$ cat config.mk
export PLATFORM = sky130hd
export DESIGN_NAME = panel_cmd_writer
export DESIGN_NICKNAME = d
export VERILOG_FILES = /design/src/rtl/pcw_pkg.sv /design/src/rtl/pcw_phase_timer.sv /design/src/rtl/pcw_shifter.sv /design/src/rtl/pcw_word_sel.sv /design/src/rtl/panel_cmd_writer.sv
export SDC_FILE = /design/constraint.sdc
export NUM_CORES = 1
export LEC_CHECK = 0
export BUFFER_PORTS_ARGS = -buffer_cell sky130_fd_sc_hd__buf_4
export CORE_ASPECT_RATIO = 1.5
export CORE_UTILIZATION = 30
export DETAILED_ROUTE_END_ITERATION = 6
export GPL_TIMING_DRIVEN = 0
export PLACE_DENSITY_LB_ADDON = 0.12
export SYNTH_ARGS = -nofsm -noshare
export SYNTH_HDL_FRONTEND = slang
export SYNTH_SLANG_ARGS = --single-unit
$ cat constraint.sdc
create_clock -name clk -period 2.6 [get_ports clk]
set_input_delay 0.13 -clock clk [delete_from_list [all_inputs] [get_ports clk]]
set_output_delay 0.13 -clock clk [all_outputs]
set_load 0.02 [all_outputs]
$ cat src/rtl/pcw_pkg.sv
package pcw_pkg;
  typedef enum logic [2:0] {
    ST_IDLE,
    ST_LEAD,
    ST_LOW,
    ST_HIGH,
    ST_GAP
  } pcw_state_e;

  localparam int IDX_W = 2;
endpackage

$ cat src/rtl/pcw_phase_timer.sv
module pcw_phase_timer #(
  parameter int CW = 3
) (
  input  logic          clk,
  input  logic          rst,
  input  logic          load,
  input  logic [CW-1:0] load_val,
  output logic          expire
);
  logic [CW-1:0] cnt_q;

  always_ff @(posedge clk) begin
    if (rst)               cnt_q <= '0;
    else if (load)         cnt_q <= load_val;
    else if (cnt_q != '0)  cnt_q <= cnt_q - 1'b1;
  end

  assign expire = (cnt_q == '0);
endmodule

$ cat src/rtl/pcw_shifter.sv
module pcw_shifter #(
  parameter int W = 9
) (
  input  logic         clk,
  input  logic         rst,
  input  logic         load,
  input  logic         shift,
  input  logic         clr,
  input  logic [W-1:0] din,
  output logic         msb
);
  logic [W-1:0] sh_q;

  always_ff @(posedge clk) begin
    if (rst || clr) sh_q <= '0;
    else if (load)  sh_q <= din;
    else if (shift) sh_q <= {sh_q[W-2:0], 1'b0};
  end

  assign msb = sh_q[W-1];
endmodule

$ cat src/rtl/pcw_word_sel.sv
module pcw_word_sel #(
  parameter int BYTE_W = 8
) (
  input  logic [BYTE_W-1:0]   cmd,
  input  logic [1:0]          len,
  input  logic [2*BYTE_W-1:0] param,
  input  logic [1:0]          idx,
  output logic [BYTE_W:0]     word,
  output logic [1:0]          last_idx
);
  logic [BYTE_W-1:0] hi_b, lo_b;
  assign hi_b = param[2*BYTE_W-1:BYTE_W];
  assign lo_b = param[BYTE_W-1:0];

  always_comb begin
    case (idx)
      2'd1:    word = {1'b1, (len == 2'd1) ? lo_b : hi_b};
      2'd2:    word = {1'b1, lo_b};
      default: word = {1'b0, cmd};
    endcase
  end

  always_comb begin
    case (len)
      2'd0:    last_idx = 2'd0;
      2'd1:    last_idx = 2'd1;
      default: last_idx = 2'd2;
    endcase
  end
endmodule

$ cat src/rtl/panel_cmd_writer.sv
module panel_cmd_writer
  import pcw_pkg::*;
#(
  parameter int DIV    = 4,
  parameter int BYTE_W = 8
) (
  input  logic                clk,
  input  logic                rst,
  input  logic                req_valid,
  input  logic [BYTE_W-1:0]   req_cmd,
  input  logic [1:0]          req_len,
  input  logic [2*BYTE_W-1:0] req_param,
  output logic                busy,
  output logic                done,
  output logic                spi_sck,
  output logic                spi_sdo,
  output logic                spi_csn
);
  localparam int WORD_W = BYTE_W + 1;
  localparam int LO_CYC = DIV / 2;
  localparam int HI_CYC = DIV - LO_CYC;
  localparam int CW     = $clog2(DIV + 1);
  localparam int BC_W   = $clog2(WORD_W);
  localparam logic [CW-1:0]   LO_M1  = CW'(LO_CYC - 1);
  localparam logic [CW-1:0]   HI_M1  = CW'(HI_CYC - 1);
  localparam logic [CW-1:0]   DIV_M1 = CW'(DIV - 1);
  localparam logic [BC_W-1:0] BIT_LAST = BC_W'(WORD_W - 1);

  pcw_state_e state_q;
  logic [BYTE_W-1:0]   cmd_q;
  logic [1:0]          len_q;
  logic [2*BYTE_W-1:0] param_q;
  logic [BC_W-1:0]     bit_q;
  logic [IDX_W-1:0]    widx_q;

  logic              expire, tmr_load;
  logic [CW-1:0]     tmr_val;
  logic              sh_load, sh_shift, sh_clr;
  logic [WORD_W-1:0] sel_word, sh_din;
  logic [1:0]        last_idx;
  logic              bit_last, word_last;

  pcw_phase_timer #(.CW(CW)) u_timer (
    .clk(clk), .rst(rst), .load(tmr_load), .load_val(tmr_val), .expire(expire)
  );

  pcw_word_sel #(.BYTE_W(BYTE_W)) u_sel (
    .cmd(cmd_q), .len(len_q), .param(param_q),
    .idx(2'(widx_q + 2'd1)), .word(sel_word), .last_idx(last_idx)
  );

  pcw_shifter #(.W(WORD_W)) u_shift (
    .clk(clk), .rst(rst), .load(sh_load), .shift(sh_shift), .clr(sh_clr),
    .din(sh_din), .msb(spi_sdo)
  );

  assign bit_last  = (bit_q == BIT_LAST);
  assign word_last = (widx_q == last_idx);
  assign sh_din    = (state_q == ST_IDLE) ? {1'b0, req_cmd} : sel_word;

  always_comb begin
    tmr_load = 1'b0;
    tmr_val  = '0;
    sh_load  = 1'b0;
    sh_shift = 1'b0;
    sh_clr   = 1'b0;
    case (state_q)
      ST_IDLE: if (req_valid) begin
        tmr_load = 1'b1; tmr_val = HI_M1; sh_load = 1'b1;
      end
      ST_LEAD: if (expire) begin
        tmr_load = 1'b1; tmr_val = LO_M1;
      end
      ST_LOW: if (expire) begin
        tmr_load = 1'b1; tmr_val = HI_M1;
      end
      ST_HIGH: if (expire) begin
        tmr_load = 1'b1;
        if (bit_last && word_last) begin
          tmr_val = DIV_M1; sh_clr = 1'b1;
        end else if (bit_last) begin
          tmr_val = LO_M1; sh_load = 1'b1;
        end else begin
          tmr_val = LO_M1; sh_shift = 1'b1;
        end
      end
      default: ;
    endcase
  end

  always_ff @(posedge clk) begin
    if (rst) begin
      state_q <= ST_IDLE;
      spi_csn <= 1'b1;
      spi_sck <= 1'b1;
      busy    <= 1'b0;
      done    <= 1'b0;
      bit_q   <= '0;
      widx_q  <= '0;
      cmd_q   <= '0;
      len_q   <= '0;
      param_q <= '0;
    end else begin
      done <= 1'b0;
      case (state_q)
        ST_IDLE: if (req_valid) begin
          cmd_q   <= req_cmd;
          len_q   <= req_len;
          param_q <= req_param;
          bit_q   <= '0;
          widx_q  <= '0;
          spi_csn <= 1'b0;
          busy    <= 1'b1;
          state_q <= ST_LEAD;
        end
        ST_LEAD: if (expire) begin
          spi_sck <= 1'b0;
          state_q <= ST_LOW;
        end
        ST_LOW: if (expire) begin
          spi_sck <= 1'b1;
          state_q <= ST_HIGH;
        end
        ST_HIGH: if (expire) begin
          if (bit_last) begin
            bit_q <= '0;
            if (word_last) begin
              spi_csn <= 1'b1;
              done    <= 1'b1;
              state_q <= ST_GAP;
            end else begin
              widx_q  <= widx_q + 1'b1;
              spi_sck <= 1'b0;
              state_q <= ST_LOW;
            end
          end else begin
            bit_q   <= bit_q + 1'b1;
            spi_sck <= 1'b0;
            state_q <= ST_LOW;
          end
        end
        ST_GAP: if (expire) begin
          busy    <= 1'b0;
          state_q <= ST_IDLE;
        end
        default: state_q <= ST_IDLE;
      endcase
    end
  end
endmodule

# == After elaboration in Yosys (flattened, before gate mapping) ==
# Index checks and enable logic that the tools add are counted.
# word_totals
word_cells,115
ff_bits,51
# classes
n_reduce_logical,21
addsub,3
n_bitwise,3
n_eq_ne,18
mux,58
# op_table
operator,count
3-bit 2-to-1 mux,9
9-bit 2-to-1 mux,3
1-bit 2-to-1 mux,25
5-bit AND reduction,4
9-bit one-hot mux with 2 select lines,1
2-bit inequality test (second input constant),8
3-bit one-hot mux with 5 select lines,1
2-bit 2-to-1 mux,6
4-bit 2-to-1 mux,3
8-bit 2-to-1 mux,1
1-bit one-hot mux with 2 select lines,4
2-bit one-hot mux with 2 select lines,2
4-bit one-hot mux with 2 select lines,1
2-bit nonzero test,4
3-bit by 2-bit equality test with 1-bit output (second input constant),2
3-bit zero test,2
2-bit one-hot mux with 3 select lines,1
3-bit AND reduction,2
3-bit nonzero test,2
4-bit by 1-bit adder with 4-bit output (second input constant),1
2-bit by 1-bit equality test with 1-bit output (second input constant),2
4-bit equality test (second input constant),1
4-bit OR reduction,1
3-bit by 1-bit equality test with 1-bit output (second input constant),1
14 further kinds,16

# == Logic depth before layout (Yosys ltp) ==
# Gate-level depths: netlist of the first run.
# depth
depth_word,9
depth_mapped,8
ltp_nobuf,7

# == By module ==
# From an unflattened synthesis of the first run, not the netlist that was laid out.
# hier_totals
hier_cells,325
hier_area_um2,2746.4
# by_module_without_submodules
module,instances,cells_each,area_per_inst_um2
panel_cmd_writer,1,209,1747.9
pcw_shifter,1,39,440.4
pcw_word_sel,1,55,351.6
pcw_phase_timer,1,22,206.4

# == Worst setup path before layout of the first run ==
# No wires, ideal clock.
# synth_timing
path_type,flip-flop to flip-flop
startpoint,register u_timer.cnt_q[0]
endpoint,register u_shift.sh_q[1]
t_arrival_ns,1.554
path_buffers,1
period_less_slack_ns,1.702
path_stages_with_launch,8
path_slack_ns,0.898
required_time_ns,2.452
path_cell_list,dfxtp_1 > inv_1 > ha_1 > nor2b_1 > buf_2 > nand2_1 > o31ai_2 > a211oi_1
# synth_between
elab_chain_len,4
# synth_lines
element,line_no,source
start: declaration,pcw_phase_timer.sv:10,logic [CW-1:0] cnt_q;
start signal: assignment,pcw_phase_timer.sv:14,else if (load) cnt_q <= load_val;
start signal: assignment,pcw_phase_timer.sv:15,else if (cnt_q != '0) cnt_q <= cnt_q - 1'b1;
3-bit zero test (*),pcw_phase_timer.sv:18,assign expire = (cnt_q == '0);
1-bit 2-to-1 mux,panel_cmd_writer.sv:77,ST_HIGH: if (expire) begin
1-bit one-hot mux with 2 select lines or 1-bit 2-to-1 mux (tied branches),panel_cmd_writer.sv:67,case (state_q)
9-bit 2-to-1 mux (tied with other cells),pcw_shifter.sv:16,else if (load) sh_q <= din;
end signal: assignment,pcw_shifter.sv:16,
end signal: assignment,pcw_shifter.sv:17,"else if (shift) sh_q <= {sh_q[W-2:0], 1'b0};"
end: declaration,pcw_shifter.sv:12,logic [W-1:0] sh_q;
# Every way passes the cells marked *; elsewhere a longest branch is shown, timed or not.
# A chain may end at the register's enable or synchronous reset.

# == Final worst setup path of the first run ==
# layout_timing
startpoint,register u_timer.cnt_q[0]
endpoint,register u_shift.sh_q[5]
# Same word-level chain as after synthesis.

==> run summary, run 1 <==
* outcome: finished, final reports clean
* post-route fraction of the period consumed by the critical path: 0.856
* data required time at the worst endpoint: 2.74 ns
* share of cells above drive strength 1: 0.182
* critical path endpoint category: register
* DP HPWL: 5230 µm
* routed wire length: 7070 µm
* Antenna Nets Post-Route: 0
* count of boundary I/O pins: 34
* residual overflow from global routing: 0
* wire length of the first global-routing pass: 11,600 µm
* peak clock frequency supported by timing: 449 MHz
* DRC violation count after routing: 0
* nature of the critical path startpoint: register
* number of hold-repair buffers added at the cts stage: 0
* Area after DPL: 2970 µm²
* number of flip-flops and latches in the synthesized netlist: 51
* dominant register cell in the synthesized netlist: sky130_fd_sc_hd__dfxtp_1
* unrepaired setup endpoints after global routing: no
* slowest cell on the critical path: sky130_fd_sc_hd__o31ai_2
* overall routing resource usage: 0.170
* slew of the pin with the lowest slew margin: 0.861 ns
* number of antenna violations at the first check in global routing: 0
* H-tree Lvls: 2
* maximum number of pins on one net before global-route repair: 17
* post-CTS resize count: 0
* Post-CTS Setup Inserts: 0
* hold violation total from the final report: 0
* routability cong.: 0.746
* floorplan die area: 9020 µm²
* Yosys Warn Count: 0
* total inserted antenna cells: 0
* crit-path max FO: 10
* max-slew violation count: 0
* routed vias: 2,348
* launch point of the worst path: u_timer.cnt_q[0]
* Post-Syn Area per Cell: 7.88 µm²
* Hold WS: 0.0745 ns
* number of global-route vias before repair: 2,275
* number of placement rows: 41
* signal arrival time at the worst endpoint: 2.37 ns
* Routed WL per cell: 14.8 µm
* Fin Setup TNS: 0 ns
* first drt pass iteration count: 4
* Cell Chain, Critical Path: inv_1 > ha_1 > nor2b_1 > buf_2 > nand2_1 > o31ai_2 > a211oi_1
* part of the Yosys area used for sequential elements: 0.394
* Post-Syn Area: 2590 µm²
* biggest cell delay along the critical path: 0.71 ns
* core footprint: 8410 µm²
* terminus of the critical flop-to-flop path: u_shift.sh_q[5]
* CTS tree: done
* Worst IR Drop VDD: 0.000310 V
* Yosys cell types: 51
* number of I/O port buffers: 32
* die boundary height: 116 µm
* First DRT Iteration DRCs: 105
* Sink Count: 51
* Synthesized Nets: 364
* Setup-failing EPs final: 0
* starting density of the core: 0.308
* area growth from synthesis to final layout: 21.9%
* final net count: 403
* Slew Limit Headroom: 0.423
* path class of the lowest-slack min-delay path: input pin to register
* power per cell area: 942 nW/µm²
* clock transition at the registers of the reported paths: 0.07 ns
* r2r setup slk: 0.37 ns
* R2R Path Start: u_timer.cnt_q[0]
* Critical Path End: u_shift.sh_q[5]
* leakage power summed over all cells: 1.17 nW
* cell count after synthesis: 329
* Design Area, Final: 3160 µm²
* average via count per standard cell: 4.93
* number of flops mapped to enable cells by yosys: 0
* min cycle time layout: 2.23 ns
* Post-synth ARST share: 0
* classification of the worst setup path: register to register
* R2R depth: 7
* later-pin clock latency in the skew report: 0.29 ns
* number of clock buffers inserted by TritonCTS: 5
* horizontal die dimension: 77.9 µm
* final core utilization: 0.376
* Clock Skews: 0.00602 ns
* Root Driver: sky130_fd_sc_hd__clkbuf_16
* max-capacitance violation count: 0
* total chip power: 2.98 mW
* Max Buffers Root-to-Sink: 2
-- sequential cells by signal (all words and copies together), names as in the netlist --
signal,flops
bit_q,4
busy,1
cmd_q,8
done,1
len_q,2
param_q,16
spi_csn,1
spi_sck,1
state_q,3
u_shift.sh_q,9
u_timer.cnt_q,3
widx_q,2
-- critical path, delay by kind of cell (launching register included) --
kind,cells,cell delay (ns)
compound gates,2,0.79
fa+ha+maj,1,0.20
buf+inv,2,0.40
flops,1,0.30
simple gates,2,0.38
-- synth_stat cells, types with 2 or more instances --
| cell type | number | area, µm² |
|---|---|---|
| sky130_fd_sc_hd__buf_2 | 5 | 25.0 |
| sky130_fd_sc_hd__nand2b_1 | 2 | 12.5 |
| sky130_fd_sc_hd__nor2_1 | 17 | 63.8 |
| sky130_fd_sc_hd__clkbuf_1 | 11 | 41.3 |
| sky130_fd_sc_hd__o221ai_2 | 3 | 45.0 |
| sky130_fd_sc_hd__o21ai_1 | 2 | 10.0 |
| sky130_fd_sc_hd__o311ai_0 | 7 | 61.3 |
| sky130_fd_sc_hd__ha_1 | 6 | 75.1 |
| sky130_fd_sc_hd__a21o_1 | 2 | 15.0 |
| sky130_fd_sc_hd__a21boi_0 | 8 | 60.1 |
| sky130_fd_sc_hd__o22ai_1 | 6 | 37.5 |
| sky130_fd_sc_hd__inv_1 | 14 | 52.6 |
| sky130_fd_sc_hd__a31oi_1 | 2 | 12.5 |
| sky130_fd_sc_hd__nand3b_1 | 3 | 22.5 |
| sky130_fd_sc_hd__buf_6 | 4 | 45.0 |
| sky130_fd_sc_hd__nand3_1 | 9 | 45.0 |
| sky130_fd_sc_hd__mux2_2 | 5 | 56.3 |
| sky130_fd_sc_hd__and3_1 | 2 | 12.5 |
| sky130_fd_sc_hd__a21oi_1 | 40 | 200 |
| sky130_fd_sc_hd__o21ai_0 | 4 | 20.0 |
| sky130_fd_sc_hd__dfxtp_1 | 51 | 1020 |
| sky130_fd_sc_hd__nand2_1 | 89 | 334 |
| sky130_fd_sc_hd__nor2b_1 | 2 | 12.5 |
| sky130_fd_sc_hd__nor3_1 | 4 | 20.0 |
| sky130_fd_sc_hd__a211oi_1 | 5 | 37.5 |
-- report_power, final --
| group | internal, mW | leakage (nW) | switching [mW] |
|---|---|---|---|
| Combinational | 0.453 | 0.661 | 0.641 |
| Sequential | 0.929 | 0.418 | 0.0877 |
| Clock | 0.552 | 0.0900 | 0.312 |
-- worst min path at each step --
stage	startpoint	to	slack (ns)	cells past startpoint
final	req_param[1]	param_q[1]	0.07	3
after global routing	req_param[9]	param_q[9]	0.07	3
after CTS	req_param[0]	param_q[0]	0.07	3
after detailed placement	req_param[0]	param_q[0]	0.39	3
after global placement	req_param[15]	param_q[15]	0.38	3
after floorplan	req_cmd[0]	cmd_q[0]	0.27	2
-- layout make-up --
| class | instances | area (µm²) |
|---|---|---|
| Sequential cell | 51 | 1020 |
| Timing Repair Buffer | 32 | 240 |
| Clock buffer | 5 | 125 |
| Tap cell | 107 | 134 |
| Fill cell | 900 | 5250 |
| Multi-Input combinational cell | 241 | 1380 |
| Inverter | 14 | 52.6 |
| Clock inverter | 3 | 67.6 |
| Buffer | 23 | 143 |
-- cell families after synthesis --
kind of cell	Yosys count	synth area share
AND/OR/NAND/NOR	140	0.241
AO/OA/AOI/OAI	88	0.232
XOR/XNOR	1	0.00338
multiplexers	6	0.0256
buffers and inverters	37	0.0753
adder cells (fa/ha/maj)	6	0.0290
flip-flops	51	0.394
-- routing by layer --
layer / routed length, µm / vias up / track usage
met5: 0 / - / 0
met4: 150 / 0 / 0.0716
met1: 2980 / 1078 / 0.194
li1: - / 1202 / -
met3: 289 / 11 / 0.0252
met2: 3640 / 57 / 0.314
-- placed cells by master, fill, tap and decap left out, types with 2 or more instances in the layout --
cell type	count
sky130_fd_sc_hd__o221ai_2	3
sky130_fd_sc_hd__nor2_1	17
sky130_fd_sc_hd__buf_2	5
sky130_fd_sc_hd__ha_1	6
sky130_fd_sc_hd__nor3_1	4
sky130_fd_sc_hd__clkbuf_1	11
sky130_fd_sc_hd__o21ai_1	2
sky130_fd_sc_hd__bufinv_16	2
sky130_fd_sc_hd__buf_4	33
sky130_fd_sc_hd__o21ai_0	4
sky130_fd_sc_hd__dfxtp_1	51
sky130_fd_sc_hd__a21oi_1	40
sky130_fd_sc_hd__mux2_2	5
sky130_fd_sc_hd__buf_6	4
sky130_fd_sc_hd__a31oi_1	2
sky130_fd_sc_hd__and3_1	2
sky130_fd_sc_hd__nand3b_1	3
sky130_fd_sc_hd__o22ai_1	6
sky130_fd_sc_hd__nand2_1	89
sky130_fd_sc_hd__a21o_1	2
sky130_fd_sc_hd__inv_1	14
sky130_fd_sc_hd__nand3_1	9
sky130_fd_sc_hd__clkbuf_16	5
sky130_fd_sc_hd__a21boi_0	8
sky130_fd_sc_hd__nand2b_1	2
sky130_fd_sc_hd__nor2b_1	2
sky130_fd_sc_hd__o311ai_0	7
sky130_fd_sc_hd__a211oi_1	5
-- per-stage QoR --
step           worst slack [ns]  std cells
3_3_place_gp              0.316        468
2_1_floorplan             0.898        329
6_report                  0.375        476
3_5_place_dp              0.369        468
5_1_grt                   0.183        476
4_1_cts                   0.335        476
Note: power is estimated with default switching activity, not from simulation.
==> inputs of run 2 (changes only) <==
- PLACE_DENSITY_LB_ADDON: 0.12 -> unset
==> run 2 against run 1 <==
- sequential power hardly changed
- highest routed layer unchanged
- global-route usage shrank 0.38 points
- combinational power is essentially flat
- sequential share of layout area up 0.19 points
- register-to-register slack gained 0.05 ns
- setup slack better by 0.052 ns
- power decreased by 3.2%
- critical path type unchanged
- clock skew is 0.00079 ns higher
- routed wire length shrank 4.0%
- cell count unchanged
- largest power group unchanged
==> run summary, run 2 (synthesis results as in run 1) <==
* outcome: finished, final reports clean
* classification of the worst setup path: register to register
* Worst IR Drop VDD: 0.000369 V, +19%
* routed vias: 2,373, +1.1%
* max-slew violation count: 0, unchanged
* first drt pass iteration count: 4, unchanged
* Setup-failing EPs final: 0, unchanged
* Sink Count: 51, unchanged
* GR met1 Demand/Resource: 0.178, -0.0157
* pre-CTS setup slack: 0.405 ns, +0.0364 ns
* overall routing resource usage: 0.166, -0.00376
* Antenna Nets Post-Route: 0, unchanged
* registers with the highest flip-flop counts: param_q x16, u_shift.sh_q x9, cmd_q x8
* Post-CTS Setup Inserts: 0, unchanged
* DP HPWL: 5100 µm, -2.4%
* data required time at the worst endpoint: 2.74 ns, about the same
* min cycle time layout: 2.17 ns, -0.0518 ns
* number of hold-repair buffers added at the cts stage: 0, unchanged
* wire length of the first global-routing pass: 11,500 µm, -0.84%
* Root Driver: sky130_fd_sc_hd__clkbuf_16
* routed wire length: 6780 µm, -4.0%
* Routed WL per cell: 14.2 µm, -4.0%
* die boundary height: 116 µm, unchanged
* starting density of the core: 0.308, unchanged
* final net count: 403, unchanged
* average via count per standard cell: 4.99, +1.1%
* nature of the critical path startpoint: register
* post-route fraction of the period consumed by the critical path: 0.836, -0.0199
* core footprint: 8410 µm², unchanged
* unrepaired setup endpoints after global routing: no
* Cell Chain, Critical Path: inv_1 > ha_1 > nor2b_1 > buf_2 > nand2_1 > o31ai_2 > a211oi_1
* number of I/O port buffers: 32, unchanged
* biggest cell delay along the critical path: 0.67 ns, -0.04 ns
* layer carrying the most global-route usage: met2
* Fin Setup TNS: 0 ns, unchanged
* total inserted antenna cells: 0, unchanged
* GRT met3 Usage: 0.0197, -0.00551
* residual overflow from global routing: 0, unchanged
* number of antenna violations at the first check in global routing: 0, unchanged
* flip-flop count of the largest register, all copies and words added: 16, unchanged
* floorplan die area: 9020 µm², unchanged
* maximum number of pins on one net before global-route repair: 16, -1
* First DRT Iteration DRCs: 111, +5.7%
* worst setup margin: 0.426 ns, +0.0518 ns
* GR Layer Usage met2: 0.319, +0.00531
* clock transition at the registers of the reported paths: 0.07 ns, about the same
* post-CTS resize count: 0, unchanged
* power per cell area: 917 nW/µm², -2.6%
* path class of the lowest-slack min-delay path: input pin to register
* routability cong.: 0.877, +18%
* crit-path max FO: 10, unchanged
* number of global-route vias before repair: 2,402, +5.6%
* peak clock frequency supported by timing: 460 MHz, +2.4%
* critical path endpoint category: register
* number of placement rows: 41, unchanged
* layout filler cell count: 913, +1.4%
* largest reg by FF count: param_q
* horizontal die dimension: 77.9 µm, unchanged
* number of clock buffers inserted by TritonCTS: 5, unchanged
* H-tree Lvls: 2, unchanged
* commonest cells after routing, fill and taps aside: 89 x sky130_fd_sc_hd__nand2_1, 51 x sky130_fd_sc_hd__dfxtp_1, 40 x sky130_fd_sc_hd__a21oi_1, 33 x sky130_fd_sc_hd__buf_4, 17 x sky130_fd_sc_hd__nor2_1
* leakage power summed over all cells: 1.17 nW, -0.27%
* share of cells above drive strength 1: 0.182, unchanged
* area growth from synthesis to final layout: 21.1%
* r2r setup slk: 0.43 ns, +0.05 ns
* slowest cell on the critical path: sky130_fd_sc_hd__o31ai_2
* count of boundary I/O pins: 34, unchanged
* DRC violation count after routing: 0, unchanged
* CTS tree: done
* Slew Limit Headroom: 0.459, +0.0358
* later-pin clock latency in the skew report: 0.29 ns, about the same
* Max Buffers Root-to-Sink: 2, unchanged
* max-capacitance violation count: 0, unchanged
* most frequent standard cell in the layout excluding fill and tap cells: sky130_fd_sc_hd__nand2_1
* hold violation total from the final report: 0, unchanged
* Clock Skews: 0.00681 ns, +0.000790 ns
* slew of the pin with the lowest slew margin: 0.807 ns, -0.0533 ns
* signal arrival time at the worst endpoint: 2.32 ns, -0.05 ns
-- run 2: path summary, 6_finish.rpt --
kind,start,cells past startpoint,to
worst max-delay path,u_timer.cnt_q[0],7,u_shift.sh_q[5]
worst min-delay path,req_param[7],3,param_q[7]
worst max register to register,u_timer.cnt_q[0],7,u_shift.sh_q[5]
worst min register to register,cmd_q[1],2,cmd_q[1]
-- run 2: final cells by class --
| class | count | area, µm² | share of cell area |
|---|---|---|---|
| inverter | 14 | 52.6 | 0.0167 |
| buffer | 23 | 143 | 0.0454 |
| multi-input combinational | 241 | 1380 | 0.438 |
| timing repair buffer | 32 | 240 | 0.0765 |
| sequential | 51 | 1020 | 0.325 |
| tap | 107 | 134 | 0.0426 |
| clock inverter | 2 | 35.0 | 0.0112 |
| clock buffer | 6 | 139 | 0.0442 |
-- run 2: report_power, final --
part	internal, mW	switching [mW]
Sequential	0.929	0.0857
Clock	0.479	0.297
Combinational	0.454	0.634
-- run 2: critical path: cells and delay by family (launching register included) --
kind	cells	cell delay, ns
buffers and inverters	2	0.38
adder cells (fa/ha/maj)	1	0.20
AO/OA/AOI/OAI	2	0.75
flip-flops	1	0.30
AND/OR/NAND/NOR	2	0.37
-- run 2: layer usage --
| layer | wire [µm] | part of all wire | vias to the layer above |
|---|---|---|---|
| met5 | 0 | 0 | - |
| li1 | - | - | 1212 |
| met1 | 2750 | 0.41 | 1102 |
| met3 | 202 | 0.030 | 12 |
| met4 | 160 | 0.024 | 0 |
| met2 | 3670 | 0.54 | 47 |
-- run 2: metrics by stage --
stage,instances,total power [mW],instance area (µm²),utilization,hold WS [ns]
3_3_place_gp,468,2.10,2970,0.353,0.380
2_1_floorplan,329,1.84,2590,-,0.266
3_5_place_dp,468,2.12,2970,0.353,0.386
6_report,476,2.88,3140,0.373,0.0788
5_1_grt,476,3.08,3140,0.373,0.0838
4_1_cts,476,2.90,3140,0.373,0.0793
==> inputs of run 3 (changes only) <==
- ABC_AREA: unset -> 1
- clock period: 2.6 -> 1.9 ns (I/O delays scaled with it)
==> run 3 against run 2 <==
- setup slack got worse by 0.23 ns
- critical endpoint is now state_q[0]
- power increased by 71%
- worst hold slack got worse by 0.022 ns
- highest routed layer unchanged
- clock skew about the same
- first-iteration DRC count increased by 36%
- register-to-register slack got worse by 0.23 ns
==> run summary, run 3 <==
* Cell Chain, Critical Path: inv_1 > ha_1 > inv_1 > nor2_1 > clkbuf_4 > inv_1 > o21ai_0 > nand2_1 > o21ai_0 > nor2_1
* Routed WL per cell: 13.2 µm, -7.7%
* data required time at the worst endpoint: 2.08 ns, -0.66 ns
* critical path endpoint category: register
* number of clock buffers inserted by TritonCTS: 5, unchanged
* Post-CTS Setup Inserts: 0, unchanged
* commonest cells after routing, fill and taps aside: 79 x sky130_fd_sc_hd__nand2_1, 51 x sky130_fd_sc_hd__dfxtp_1, 43 x sky130_fd_sc_hd__nand3_1, 42 x sky130_fd_sc_hd__inv_1, 42 x sky130_fd_sc_hd__a21oi_1
* path class of the lowest-slack min-delay path: input pin to register
* sum of buffers and inverters on the critical path: 4, +2
* count of boundary I/O pins: 34, unchanged
* number of I/O port buffers: 33, +3.1%
* peak clock frequency supported by timing: 587 MHz, +28%
* category of cells accounting for the largest share of critical-path delay: buffers and inverters
* register area: 1020 µm², unchanged
* classification of the worst setup path: register to register
* outcome: finished, final reports clean
* routed vias: 2,593, +9.3%
* signal arrival time at the worst endpoint: 1.89 ns, -0.43 ns
* most used cell, CP: sky130_fd_sc_hd__inv_1
* die boundary height: 118 µm, +1.5%
* crit-path max FO: 10, unchanged
* floorplan die area: 9300 µm², +3.1%
* maximum number of pins on one net before global-route repair: 16, unchanged
* most frequent standard cell in the layout excluding fill and tap cells: sky130_fd_sc_hd__nand2_1
* first drt pass iteration count: 4, unchanged
* Clock Skews: 0.00674 ns, -0.0000744 ns
* biggest cell delay along the critical path: 0.32 ns, -0.35 ns
* number of flip-flops and latches in the synthesized netlist: 51, unchanged
* Setup-failing EPs final: 0, unchanged
* registers with the highest flip-flop counts: param_q x16, u_shift.sh_q x9, cmd_q x8
* switching power total: 2.08 mW, +100%
* proportion of power drawn by flip-flops and latches: 0.323, -0.030
* routability cong.: 0.841, -4.2%
* layout filler cell count: 943, +3.3%
* H-tree Lvls: 2, unchanged
* Sink Count: 51, unchanged
* Slew Limit Headroom: 0.620, +0.161
* number of global-route vias before repair: 2,582, +7.5%
* max-slew violation count: 0, unchanged
* First DRT Iteration DRCs: 151, +36%
* flip-flop count of the largest register, all copies and words added: 16, unchanged
* final net count: 463, +15%
* total inserted antenna cells: 0, unchanged
* Synthesized Nets: 424, +16%
* area growth from synthesis to final layout: 21.2%, about the same
* most common library cells after synthesis: 82 x sky130_fd_sc_hd__nand2_1, 51 x sky130_fd_sc_hd__dfxtp_1, 43 x sky130_fd_sc_hd__nand3_1, 42 x sky130_fd_sc_hd__a21oi_1, 42 x sky130_fd_sc_hd__inv_1
* Root Driver: sky130_fd_sc_hd__clkbuf_16
* Max Buffers Root-to-Sink: 2, unchanged
* Post-synth ARST share: 0, unchanged
* multi-input logic area: 1390 µm², +1.0%
* share of total power consumed by net switching: 0.423, +0.0700
* count leader, synth: sky130_fd_sc_hd__nand2_1
* number of placement rows: 41, unchanged
* share of cells above drive strength 1: 0.193, +0.0119
* leakage power summed over all cells: 1.44 nW, +23%
* DRC violation count after routing: 0, unchanged
* average via count per standard cell: 4.84, -3.0%
* nature of the critical path startpoint: register
* largest reg by FF count: param_q
* overall routing resource usage: 0.162, -0.00382
* pre-CTS setup slack: -0.0779 ns, -0.483 ns
* hold violation total from the final report: 0, unchanged
* starting density of the core: 0.314, +0.00584
* Worst IR Drop VDD: 0.000611 V, +65%
* cell count after synthesis: 389, +18%
* Post-Syn Area per Cell: 6.87 µm², -13%
* unrepaired setup endpoints after global routing: no
* post-route fraction of the period consumed by the critical path: 0.897, +0.0612
* final core utilization: 0.381, +0.00726
* total chip power: 4.92 mW, +71%
* horizontal die dimension: 79.1 µm, +1.5%
* CTS tree: done
* part of the Yosys area used for sequential elements: 0.382, -0.0120
* wire length of the first global-routing pass: 12,000 µm, +4.1%
* clock group share of total power: 0.195, -0.074
* routed wire length: 7050 µm, +4.0%
* placed cell count: 529, +13%
* Yosys Warn Count: 0, unchanged
* Post-Syn Area: 2670 µm², +3.1%
* power per cell area: 1520 nW/µm², +66%
* cell-internal power: 2.84 mW, +52%
* count of placed standard cells in the final layout, fillers left out: 536, +13%
* cell taking the most area after synthesis: sky130_fd_sc_hd__dfxtp_1
* later-pin clock latency in the skew report: 0.29 ns, about the same
* max-capacitance violation count: 0, unchanged
* combinational fraction of design power: 0.482, +0.104
* slowest cell on the critical path: sky130_fd_sc_hd__dfxtp_1
* Yosys cell types: 28, -45%
* worst setup margin: 0.195 ns, -0.231 ns
* dominant register cell in the synthesized netlist: sky130_fd_sc_hd__dfxtp_1
* DP HPWL: 5160 µm, +1.1%
* number of antenna violations at the first check in global routing: 0, unchanged
* residual overflow from global routing: 0, unchanged
* core footprint: 8520 µm², +1.2%
* slew of the pin with the lowest slew margin: 0.571 ns, -0.237 ns
* min cycle time layout: 1.70 ns, -0.469 ns
* Synth area leaders: sky130_fd_sc_hd__dfxtp_1 38%, sky130_fd_sc_hd__nand2_1 12%, sky130_fd_sc_hd__nand3_1 8.0%
* number of flops mapped to enable cells by yosys: 0, unchanged
* fraction of post-synthesis cell area in the top cell type by area: 0.382, -0.0120
* Antenna Nets Post-Route: 0, unchanged
* clock transition at the registers of the reported paths: 0.07 ns, about the same
-- run 3: final cells by class --
type / instances / area share
inverter: 45 / 0.0521
sequential: 51 / 0.315
clock buffer: 7 / 0.0471
clock inverter: 1 / 0.00232
buffer: 18 / 0.0336
multi-input combinational: 273 / 0.429
tap: 107 / 0.0413
timing repair buffer: 34 / 0.0795
-- run 3: path summary, 6_finish.rpt --
| kind | cells after the start | startpoint | slack [ns] | end |
|---|---|---|---|---|
| setup / recovery | 10 | u_timer.cnt_q[0] | 0.20 | state_q[0] |
| hold / removal | 3 | req_len[0] | 0.06 | len_q[0] |
| setup reg to reg | 10 | u_timer.cnt_q[0] | 0.20 | state_q[0] |
| hold reg to reg | 2 | param_q[15] | 0.46 | param_q[15] |
-- run 3: kinds of logic (layout without fill, tap and decap cells) --
family / after synthesis / count (layout) / synth area share
flops: 51 / 51 / 0.382
buf+inv: 65 / 105 / 0.105
fa+ha+maj: 6 / 6 / 0.0281
compound gates: 73 / 73 / 0.142
xor+xnor: 2 / 2 / 0.00655
simple gates: 192 / 192 / 0.336
-- run 3: per-layer routing --
layer	track usage	vias to the layer above	share of wire
li1	-	1346	-
met1	0.200	1189	0.44
met2	0.281	50	0.51
met3	0.0202	8	0.035
met4	0.0625	0	0.018
met5	0	-	0
-- run 3: tightest hold or removal path, cell delays in order --
cell,delay [ns]
sky130_fd_sc_hd__buf_4,0.11
sky130_fd_sc_hd__nand2_1,0.05
sky130_fd_sc_hd__a21oi_1,0.05
-- run 3: power groups by stage --
stage               clock network [mW]  logic, mW  registers [mW]
CTS                              0.976       2.36            1.59
floorplan                            0       1.72            1.61
finish                           0.957       2.37            1.59
detailed placement                   0       2.35            1.61
global placement                     0       2.33            1.60
global route                      1.02       2.73            1.63
-- run 3: timing repair --
item,CTS,global route
hold buffers,1,0
resized for setup,0,11
hold endpoints to repair,1,0
setup endpoints to repair,7,18
-- run 3: metrics by stage --
step | hold slack (ns) | setup TNS (ns) | instance area, µm²
5_1_grt | 0.0785 | 0 | 3240
3_5_place_dp | 0.298 | -0.305 | 3060
6_report | 0.0568 | 0 | 3240
4_1_cts | 0.0572 | 0 | 3220
3_3_place_gp | 0.293 | -0.216 | 3060
2_1_floorplan | 0.172 | 0 | 2670
